`src/rtl/dual_rst_pkg.sv`:
```
`timescale 1ns/1ps
package dual_rst_pkg;
  localparam int unsigned DEF_MIN_RST_CYCLES = 4;
  localparam int unsigned DEF_SYNC_STAGES    = 2;
endpackage

```
`src/rtl/rst_sync_chain.sv`:
```
`timescale 1ns/1ps
// Asynchronous assert, synchronous release.
module rst_sync_chain #(
  parameter int unsigned STAGES = 2
) (
  input  logic clk_i,
  input  logic rst_ni,
  output logic rst_no
);
  logic [STAGES-1:0] stage_q;

  for (genvar i = 0; i < STAGES; i++) begin : g_stage
    always_ff @(posedge clk_i or negedge rst_ni) begin
      if (!rst_ni) stage_q[i] <= 1'b0;
      else if (i == 0) stage_q[i] <= 1'b1;
      else stage_q[i] <= stage_q[(i == 0) ? 0 : i-1];
    end
  end

  assign rst_no = stage_q[STAGES-1];
endmodule

```
`src/rtl/req_stretch.sv`:
```
`timescale 1ns/1ps
// Registers the request and stretches it into a fixed-length low pulse.
module req_stretch #(
  parameter int unsigned MIN_RST_CYCLES = 4
) (
  input  logic clk_i,
  input  logic rst_ni,
  input  logic req_i,
  input  logic enable_i,
  output logic sys_rst_no
);
  localparam int unsigned CNT_W = $clog2(MIN_RST_CYCLES + 1);
  localparam logic [CNT_W-1:0] LOAD_VAL = CNT_W'(MIN_RST_CYCLES - 1);

  logic             req_q;
  logic [CNT_W-1:0] cnt_q;
  logic             sys_q;
  logic             low_d;

  assign low_d = req_q | (cnt_q != '0);

  always_ff @(posedge clk_i or negedge rst_ni) begin
    if (!rst_ni) begin
      req_q <= 1'b0;
      cnt_q <= '0;
      sys_q <= 1'b0;
    end else begin
      // capture only when reset is inactive; an active reset drops it
      req_q <= req_i & sys_q & ~low_d;
      if (req_q)              cnt_q <= LOAD_VAL;
      else if (cnt_q != '0)   cnt_q <= cnt_q - 1'b1;
      sys_q <= enable_i & ~low_d;
    end
  end

  assign sys_rst_no = sys_q;
endmodule

```
`src/rtl/dual_rst_gen.sv`:
```
`timescale 1ns/1ps
module dual_rst_gen
  import dual_rst_pkg::*;
#(
  parameter int unsigned MIN_RST_CYCLES = DEF_MIN_RST_CYCLES,
  parameter int unsigned SYNC_STAGES    = DEF_SYNC_STAGES
) (
  input  logic clk_i,
  input  logic rst_ni,
  input  logic sys_req_i,
  output logic sys_rst_no,
  output logic dbg_rst_no
);
  logic dbg_rst_n;

  rst_sync_chain #(.STAGES(SYNC_STAGES)) u_por_sync (
    .clk_i  (clk_i),
    .rst_ni (rst_ni),
    .rst_no (dbg_rst_n)
  );

  req_stretch #(.MIN_RST_CYCLES(MIN_RST_CYCLES)) u_stretch (
    .clk_i      (clk_i),
    .rst_ni     (rst_ni),
    .req_i      (sys_req_i),
    .enable_i   (dbg_rst_n),
    .sys_rst_no (sys_rst_no)
  );

  assign dbg_rst_no = dbg_rst_n;
endmodule

```
`config.mk`:
```
export PLATFORM = sky130hd
export DESIGN_NAME = dual_rst_gen
export DESIGN_NICKNAME = d
export VERILOG_FILES = /design/src/rtl/dual_rst_pkg.sv /design/src/rtl/rst_sync_chain.sv /design/src/rtl/req_stretch.sv /design/src/rtl/dual_rst_gen.sv
export SDC_FILE = /design/constraint.sdc
export NUM_CORES = 1
export LEC_CHECK = 0
export ABC_AREA = 1
export BUFFER_PORTS_ARGS = -buffer_cell sky130_fd_sc_hd__buf_2
export CAP_MARGIN = 15
export CORE_AREA = 2 2 39 41
export CTS_CLUSTER_SIZE = 16
export DETAILED_ROUTE_END_ITERATION = 16
export DIE_AREA = 0 0 41 43
export SLEW_MARGIN = 30
export SYNTH_ARGS = -nofsm -noshare
export SYNTH_HDL_FRONTEND = slang
export SYNTH_SLANG_ARGS = --single-unit
```
`constraint.sdc`:
```
create_clock -name clk_i -period 1.34 [get_ports clk_i]
set_input_delay 0.067 -clock clk_i [delete_from_list [all_inputs] [get_ports clk_i]]
set_output_delay 0.067 -clock clk_i [all_outputs]
set_load 0.02 [all_outputs]
```
==> impl_metrics.tcl, run 1 <==
set metrics [dict create \
    period_needed_ns 1.05 \
    fmax_mhz 949 \
    clkPwrFrac_pct 23.8 \
    power.density_nw_per_um2 2090 \
    sequentialPowerShare_pct 37.9 \
    grt_use_met3_pct 4.71 \
    start_util_pct 22.4 \
    drtIter0Drc 5 \
    switching_share_pct 36.9 \
    clk_latency_ns 0.25 \
    power_mw 0.807 \
    path_cells "inv_1, ha_1, nand3_4, nand2_1, nand2_1" \
    synth_top_area_share_pct 56.5 \
    maxSlewViolCount 0 \
    critPathKind "reg2reg" \
    die_x_um 41 \
    layout_common_cells "9 x nand2_1, 7 x dfrtp_1, 4 x inv_1, 4 x buf_2" \
    tns_ns 0 \
    clk_pin_slew_ns 0.05 \
    nets 48 \
    crit_family "flip-flops" \
    gp_congestion 0.674 \
    crit_fanout 5 \
    core_area_sq_um 1380 \
    die_y_um 43 \
    grt_start_max_net_pins 8 \
    fin_worst_skew_ns 0.00392 \
    synth_area_per_cell_sq_um 9.40 \
    grt_busiest_layer "met2" \
    ys_top_cells_by_area "dfrtp_1 56%, nand2_1 11%, ha_1 8.1%" \
    firstDrtPassIters 2 \
    std_cell_rows 14 \
    final_common_cell "nand2_1" \
    synth-seq-cells 7 \
    die_area_sq_um 1760 \
    grt_antenna_before_repair 0 \
    power_frac_comb_pct 38.3 \
    synthCells 33 \
    diodes 0 \
    status "complete, no violations" \
    area_growth_pct 24.6 \
    yosysTopAreaCell "dfrtp_1" \
    ctsResizeCount 0 \
    hp-class "in2reg" \
    start_kind "register" \
    cts_hold_buf 1 \
    cap_violations 0 \
    arrival_ns 1.20 \
    numCtsBuffers 3 \
    drive_gt1_share_pct 26.2 \
    routed_wl_um 488 \
    grt_pass1_vias 257 \
    fin_crit_sh_pct 78.7 \
    postCtsSetupRepairBufs 0 \
    slowest_delay_ns 0.39 \
    cts_tree "yes" \
    rsz0062_at_grt "false" \
    cts_root_buffer "clkbuf_4" \
    use_met2_pct 11.6 \
    hpwlAfterDp_um 376 \
    worstPathRequired_ns 1.48 \
    ir_drop_v 0.000656 \
    synth_nets 38 \
    p_int_mw 0.509 \
    power_switching_mw 0.298 \
    grt_pass1_wl_um 890 \
    hold_violations 0 \
    ios 5 \
    cts.path.max_buffers 2 \
    wire_per_inst_um 8.41 \
    grt_use_met1_pct 7.57 \
    leakagePower_nw 0.213 \
    cts_max_level 1 \
    via_per_inst 3.84 \
    grt-ovfl-total 0 \
    cts.sinks 7 \
    vias 223 \
    crit_buf_inv 1 \
    seq_area_frac_synth_pct 56.5 \
    synth_warnings 0 \
    syn_area_sq_um 310 \
    ant_nets 0 \
    path_common_cell "nand2_1" \
    drc 0 \
    end_kind "register" \
    setup_viol 0 \
    slowest_stage "dfrtp_1" \
    synth_cell_types 10 \
    port_buffers 4 \
    grtUsageTotal_pct 8.19 \
]
per-layer routing:
metal | vias to the layer above | wire (um)
li1 | 118 | -
met4 | 0 | 6
met1 | 99 | 214
met5 | - | 0
met2 | 4 | 245
met3 | 2 | 23
registers in the layout, indices dropped and copies added, names as in the netlist:
| register | count |
|---|---|
| u_por_sync.rst_no | 1 |
| u_stretch.cnt_q | 3 |
| u_stretch.req_q | 1 |
| u_stretch.sys_rst_no | 1 |
| u_por_sync.stage_q | 1 |
worst paths after layout:
| kind | start | endpoint | slack, ns | depth (start not counted) |
|---|---|---|---|---|
| setup / recovery | u_stretch.cnt_q[0] | u_stretch.cnt_q[0] | 0.29 | 5 |
| hold / removal | sys_req_i | u_stretch.req_q | 0.04 | 3 |
| setup reg to reg | u_stretch.cnt_q[0] | u_stretch.cnt_q[0] | 0.29 | 5 |
| hold reg to reg | u_por_sync.stage_q[0] | u_por_sync.rst_no | 0.35 | 0 |
| max in group asynchronous | rst_ni | u_por_sync.stage_q[0] | 1.00 | 2 |
| min in group asynchronous | rst_ni | u_stretch.cnt_q[1] | 0.18 | 2 |
cell usage after synthesis:
cell     n
nor2_1   3
dfrtp_1  7
inv_1    4
nand3_4  1
conb_1   1
nand3_1  1
nand4_1  2
ha_1     2
nand2_1  9
inv_2    3
worst min-delay path, cell delays in order:
cell and delay [ns]:
buf_2 0.09, nand2_1 0.05, nor2_1 0.04
stage by stage:
step	setup WS (ns)	cell area [sq um]	hold WS [ns]	util, %	cells
floorplan	0.369	310	-0.229	-	33
global placement	0.303	350	-0.0894	25.3	53
detailed placement	0.288	350	-0.0907	25.3	53
CTS	0.277	387	0.0314	27.9	58
global route	0.204	387	0.0483	27.9	58
finish	0.286	387	0.0411	27.9	58
final cells by class:
class	instances	area (sq um)
well taps	16	20.0
fillers	150	997
clock buffers	4	26.3
repair buffers	5	30.0
inverters	7	26.3
multi-input cells	19	109
flip-flops and latches	7	175
kinds of logic after synthesis:
| family | share of synthesized area [%] |
|---|---|
| adder cells (fa/ha/maj) | 8.06 |
| flip-flops | 56.5 |
| AND/OR/NAND/NOR | 25.8 |
| buffers and inverters | 8.47 |
| other | 1.21 |
power groups by stage:
stage / Clock (mW) / Combinational (mW) / Sequential [mW]
after floorplan: 0 / 0.244 / 0.316
after global placement: 0 / 0.304 / 0.307
after detailed placement: 0 / 0.320 / 0.310
after CTS: 0.201 / 0.317 / 0.306
after global routing: 0.214 / 0.367 / 0.313
final: 0.192 / 0.309 / 0.306
Note: power is estimated with default switching activity, not from simulation.
==> run 2: changes to the inputs <==
==> constraint.sdc (replaced) <==
create_clock -name clk_i -period 1.05 [get_ports clk_i]
set_input_delay 0.0525 -clock clk_i [delete_from_list [all_inputs] [get_ports clk_i]]
set_output_delay 0.0525 -clock clk_i [all_outputs]
set_load 0.02 [all_outputs]
==> run 2 against run 1 <==
Global-route usage up 1.1 points. Total power up 42%. Sequential share of layout area down 1.4 points. Register-to-register slack worse by 0.23 ns. Clock-buffer cell count unchanged. Routed wire length up 18%. Critical path type unchanged. Highest routed layer unchanged.
==> impl_metrics.tcl, run 2 (synthesis results as in run 1) <==
set metrics [dict create \
    status "complete, no violations" \
    power.density_nw_per_um2 2870 \
    ant_nets 0 \
    numCtsBuffers 3 \
    die_y_um 43 \
    routed_wl_um 574 \
    path_common_cell "nand2_1" \
    critPathKind "reg2reg" \
    arrival_ns 1.14 \
    final.fill_count 137 \
    grt-ovfl-total 0 \
    fin_crit_sh_pct 94.3 \
    dpl-instance-area_sq_um 350 \
    wire_per_inst_um 9.90 \
    leakagePower_nw 0.211 \
    nets 48 \
    switching_share_pct 38.8 \
    die_area_sq_um 1760 \
    final_util_pct 28.8 \
    crit_buf_inv 1 \
    final_common_cell "nand2_1" \
    area_growth_pct 28.6 \
    cts_tree "yes" \
    crit_family "flip-flops" \
    drtIter0Drc 3 \
    ios 5 \
    drive_gt1_share_pct 33.3 \
    setup_viol 0 \
    start_kind "register" \
    cts.path.max_buffers 2 \
    sequentialPowerShare_pct 35.3 \
    postCtsSetupRepairBufs 0 \
    maxSlewViolCount 0 \
    clk_latency_ns 0.26 \
    largest_reg_flops 3 \
    cts_root_buffer "clkbuf_4" \
    grt_pass1_vias 244 \
    cap_violations 0 \
    drc 0 \
    grt_pass1_wl_um 972 \
    hp-class "in2reg" \
    fin_worst_skew_ns 0.000777 \
    std_cell_rows 14 \
    grt_antenna_before_repair 0 \
    gp_congestion 0.654 \
    crit_fanout 5 \
    ir_drop_v 0.00102 \
    via_per_inst 4.07 \
    power_mw 1.14 \
    period_needed_ns 0.990 \
    firstDrtPassIters 3 \
    power_frac_comb_pct 42.6 \
    grt_start_max_net_pins 8 \
    slowest_stage "dfrtp_1" \
    cts.sinks 7 \
    layout_common_cells "9 x nand2_1, 7 x dfrtp_1, 5 x inv_2" \
    slowest_delay_ns 0.40 \
    start_util_pct 22.4 \
    hold_violations 0 \
    cts_max_level 1 \
    diodes 0 \
    path_cells "inv_2, ha_4, nand3_4, nand2_1, nand2_1" \
    clkPwrFrac_pct 22.1 \
    p_int_mw 0.700 \
    grtUsageTotal_pct 9.33 \
    clk_pin_slew_ns 0.05 \
    power_switching_mw 0.444 \
    vias 236 \
    end_kind "register" \
    die_x_um 41 \
    fmax_mhz 1010 \
    stdcell_area_sq_um 399 \
    worstPathRequired_ns 1.20 \
    hpwlAfterDp_um 357 \
    top_register "u_stretch.cnt_q" \
    port_buffers 4 \
    core_area_sq_um 1380 \
]
## run 2: cell types whose count changed in the layout (fill, tap and decap cells not counted)
| cell | before | now |
|---|---|---|
| inv_2 | 3 | 5 |
| ha_1 | 2 | 1 |
| inv_1 | 4 | 2 |
| ha_4 | 0 | 1 |
## run 2: per-stage QoR
stage / hold WS, ns / cells / setup WS, ns / setup TNS [ns]
finish: 0.0126 / 58 / 0.0600 / 0
global route: 0.0114 / 58 / -0.00431 / -0.00582
CTS: 0.0107 / 58 / 0.0133 / 0
detailed placement: -0.106 / 53 / -0.00167 / -0.00167
global placement: -0.104 / 53 / 0.00698 / 0
floorplan: -0.243 / 33 / 0.0789 / 0
## run 2: worst paths after layout
| check | from | end | slack, ns | depth (start not counted) |
|---|---|---|---|---|
| worst max-delay path | u_stretch.cnt_q[0] | u_stretch.cnt_q[0] | 0.06 | 5 |
| worst min-delay path | sys_req_i | u_stretch.req_q | 0.01 | 3 |
| worst max register to register | u_stretch.cnt_q[0] | u_stretch.cnt_q[0] | 0.06 | 5 |
| worst min register to register | u_por_sync.stage_q[0] | u_por_sync.rst_no | 0.35 | 0 |
| max in group asynchronous | rst_ni | u_por_sync.stage_q[0] | 0.74 | 2 |
| min in group asynchronous | rst_ni | u_stretch.cnt_q[1] | 0.16 | 2 |
## run 2: routing by layer
metal	vias to the layer above	GRT usage [%]	part of all wire (%)	wire length (um)
li1	115	-	-	-
met1	112	10.6	45	257
met2	5	11.3	46	264
met3	4	4.71	4.5	26
met4	0	10.0	4.4	25
met5	-	0	0	0
## run 2: power by group through the flow
stage	Combinational (mW)	Clock [mW]	Sequential, mW
6_report	0.488	0.253	0.404
5_1_grt	0.562	0.277	0.412
4_1_cts	0.431	0.259	0.394
3_5_place_dp	0.414	0	0.396
3_3_place_gp	0.390	0	0.393
2_1_floorplan	0.311	0	0.403
## run 2: timing repair
item                                    CTS  global route
hold endpoints to repair                  7             0
endpoints found under the setup margin    2             4
resized for setup                         1             3
hold buffers                              1             0
pin swaps                                 0             0
## run 2: area by class of cell
type	instances	area [sq um]	share of cell area, %
repair buffers	5	30.0	7.52
flip-flops and latches	7	175	43.9
clock buffers	4	26.3	6.58
multi-input cells	19	121	30.4
inverters	7	26.3	6.58
well taps	16	20.0	5.02
## run 2: worst min-delay path: cells and delay by family
family / cells / cell delay [ns]
simple gates: 2 / 0.09
buf+inv: 1 / 0.09
==> run 3: changes to the inputs <==
--- a/config.mk
+++ b/config.mk
@@ -15,4 +15,5 @@
 export SLEW_MARGIN = 30
 export SYNTH_ARGS = -nofsm -noshare
 export SYNTH_HDL_FRONTEND = slang
+export SYNTH_HIERARCHICAL = 1
 export SYNTH_SLANG_ARGS = --single-unit
==> run 3 against run 2 <==
Cell count is 5.2% lower. Largest cell class unchanged. First-iteration DRC count is 33% lower. Die area stayed put. Critical path type unchanged. Core utilization is 0.90 points lower. Total power is 6.0% lower.
==> impl_metrics.tcl, run 3 <==
set metrics [dict create \
    crit_fanout 4 \
    drc 0 \
    cts_tree "yes" \
    grt_antenna_before_repair 0 \
    fin_crit_sh_pct 91.8 \
    ys_top_cells_by_area "dfrtp_1 59%, ha_1 8.4%, nand2_1 7.6%" \
    synth_nets 35 \
    cts.path.max_buffers 2 \
    grt-ovfl-total 0 \
    grt_start_max_net_pins 8 \
    syn_area_sq_um 298 \
    clk_pin_slew_ns 0.05 \
    numCtsBuffers 3 \
    synth_top_area_share_pct 58.8 \
    synth_cell_types 12 \
    start_kind "register" \
    power_mw 1.08 \
    cts_max_level 1 \
    gp_congestion 0.741 \
    synthCells 30 \
    drive_gt1_share_pct 35.9 \
    path_common_cell "nand2_1" \
    nets 45 \
    hpwlAfterDp_um 324 \
    crit_family "flip-flops" \
    whs_ns 0.0350 \
    stdcell_area_sq_um 387 \
    grt_pass1_wl_um 862 \
    slowest_stage "dfrtp_1" \
    ant_nets 0 \
    async_reset_ff_share_pct 100 \
    regArea_sq_um 175 \
    synth-edff-count 0 \
    grtUsageTotal_pct 7.73 \
    rsz0062_at_grt "false" \
    layout_common_cells "7 x dfrtp_1, 6 x nand2_1, 4 x buf_2, 4 x inv_2" \
    status "complete, no violations" \
    wire_per_inst_um 7.93 \
    die_x_um 41 \
    synth_ff_type "dfrtp_1" \
    multi_input_area_sq_um 116 \
    worstPathRequired_ns 1.18 \
    leakagePower_nw 0.198 \
    start_util_pct 21.5 \
    via_per_inst 3.78 \
    setup_viol 0 \
    die_y_um 43 \
    cts.sinks 7 \
    critPathKind "reg2reg" \
    synth-seq-cells 7 \
    std_cell_rows 14 \
    slowest_delay_ns 0.38 \
    vias 208 \
    ir_drop_v 0.00116 \
    cap_violations 0 \
    grt_pass1_vias 234 \
    synth_area_per_cell_sq_um 9.93 \
    seq_area_frac_synth_pct 58.8 \
    ios 5 \
    dpl-instance-area_sq_um 338 \
    end_kind "register" \
    yosysTopAreaCell "dfrtp_1" \
    diodes 0 \
    final.fill_count 136 \
    synth_warnings 6 \
    place_inst 50 \
    core_area_sq_um 1380 \
    final_util_pct 27.9 \
    path_cells "inv_2, ha_4, nand3_2, nand2_1, nand2_1" \
    top_register "u_stretch/cnt_q" \
    arrival_ns 1.09 \
    crit_buf_inv 1 \
    firstDrtPassIters 4 \
    postCtsSetupRepairBufs 0 \
    largest_reg_flops 3 \
    port_buffers 4 \
    final_common_cell "dfrtp_1" \
    ys_top_cells_by_count "7 x dfrtp_1, 6 x nand2_1, 3 x inv_1, 3 x nor2_1" \
    power.density_nw_per_um2 2780 \
    hold_violations 0 \
    area_growth_pct 29.8 \
    final_cells 55 \
    die_area_sq_um 1760 \
    fin_worst_skew_ns 0.000805 \
    hp-class "in2reg" \
    fmax_mhz 1040 \
    routed_wl_um 436 \
    yosys.cell_count.top_type "dfrtp_1" \
    maxSlewViolCount 0 \
    clk_latency_ns 0.24 \
    cts_root_buffer "clkbuf_4" \
    period_needed_ns 0.963 \
    drtIter0Drc 2 \
]
[run 3: cell types whose count changed after synthesis, sizes merged]
cell,delta
nand4,-1
nand3,+1
nand2,-2
xnor2,+1
inv,-2
[run 3: final timing paths]
path | depth (start not counted) | from | endpoint | slack (ns)
min in group asynchronous | 2 | rst_ni | u_stretch/cnt_q[0] | 0.17
min | 3 | sys_req_i | u_stretch/req_q | 0.04
max reg2reg | 5 | u_stretch/cnt_q[0] | u_stretch/cnt_q[1] | 0.09
max in group asynchronous | 2 | rst_ni | u_stretch/cnt_q[1] | 0.73
max | 5 | u_stretch/cnt_q[0] | u_stretch/cnt_q[1] | 0.09
min reg2reg | 0 | u_por_sync/stage_q[0] | u_por_sync/rst_no | 0.35
[run 3: cells by family after synthesis]
group                    after synthesis  share of synthesized area, %
buffers and inverters                  5                          6.30
AND/OR/NAND/NOR                       14                          22.3
adder cells (fa/ha/maj)                2                          8.40
flip-flops                             7                          58.8
other                                  1                          1.26
XOR/XNOR                               1                          2.94
[run 3: what timing repair did]
item | CTS | global route
hold buffers | 1 | 0
endpoints found under the setup margin | 1 | 2
hold endpoints to repair | 7 | 0
resized for setup | 1 | 3
[run 3: routing by layer]
| layer | vias up | track usage [%] | wire (um) |
|---|---|---|---|
| met5 | - | 0 | 0 |
| li1 | 107 | - | - |
| met1 | 96 | 8.72 | 188 |
| met2 | 5 | 10.9 | 227 |
| met3 | 0 | 3.14 | 20 |
| met4 | 0 | 6.00 | 0 |
[run 3: cell type report]
class,instances,area share [%]
Timing Repair Buffer,5,7.77
Sequential cell,7,45.3
Multi-Input combinational cell,18,30.1
Inverter,5,4.85
Clock buffer,4,6.80
Tap cell,16,5.18
[run 3: worst reg2reg max path: stages (launching register included)]
cell	delay, ns
dfrtp_1	0.38
inv_2	0.09
ha_4	0.16
nand3_2	0.10
nand2_1	0.07
nand2_1	0.05
[run 3: per-stage QoR]
step / setup WS [ns] / setup TNS [ns]
final: 0.0866 / 0
after global routing: 0.0202 / 0
after CTS: 0.0107 / 0
after detailed placement: -0.0143 / -0.0143
after global placement: 0.0162 / 0
after floorplan: 0.0801 / 0
[run 3: where the power goes]
part           switching [mW]  internal [mW]
combinational           0.252          0.195
clock                  0.0879          0.144
sequential             0.0473          0.350
total                   0.387          0.689
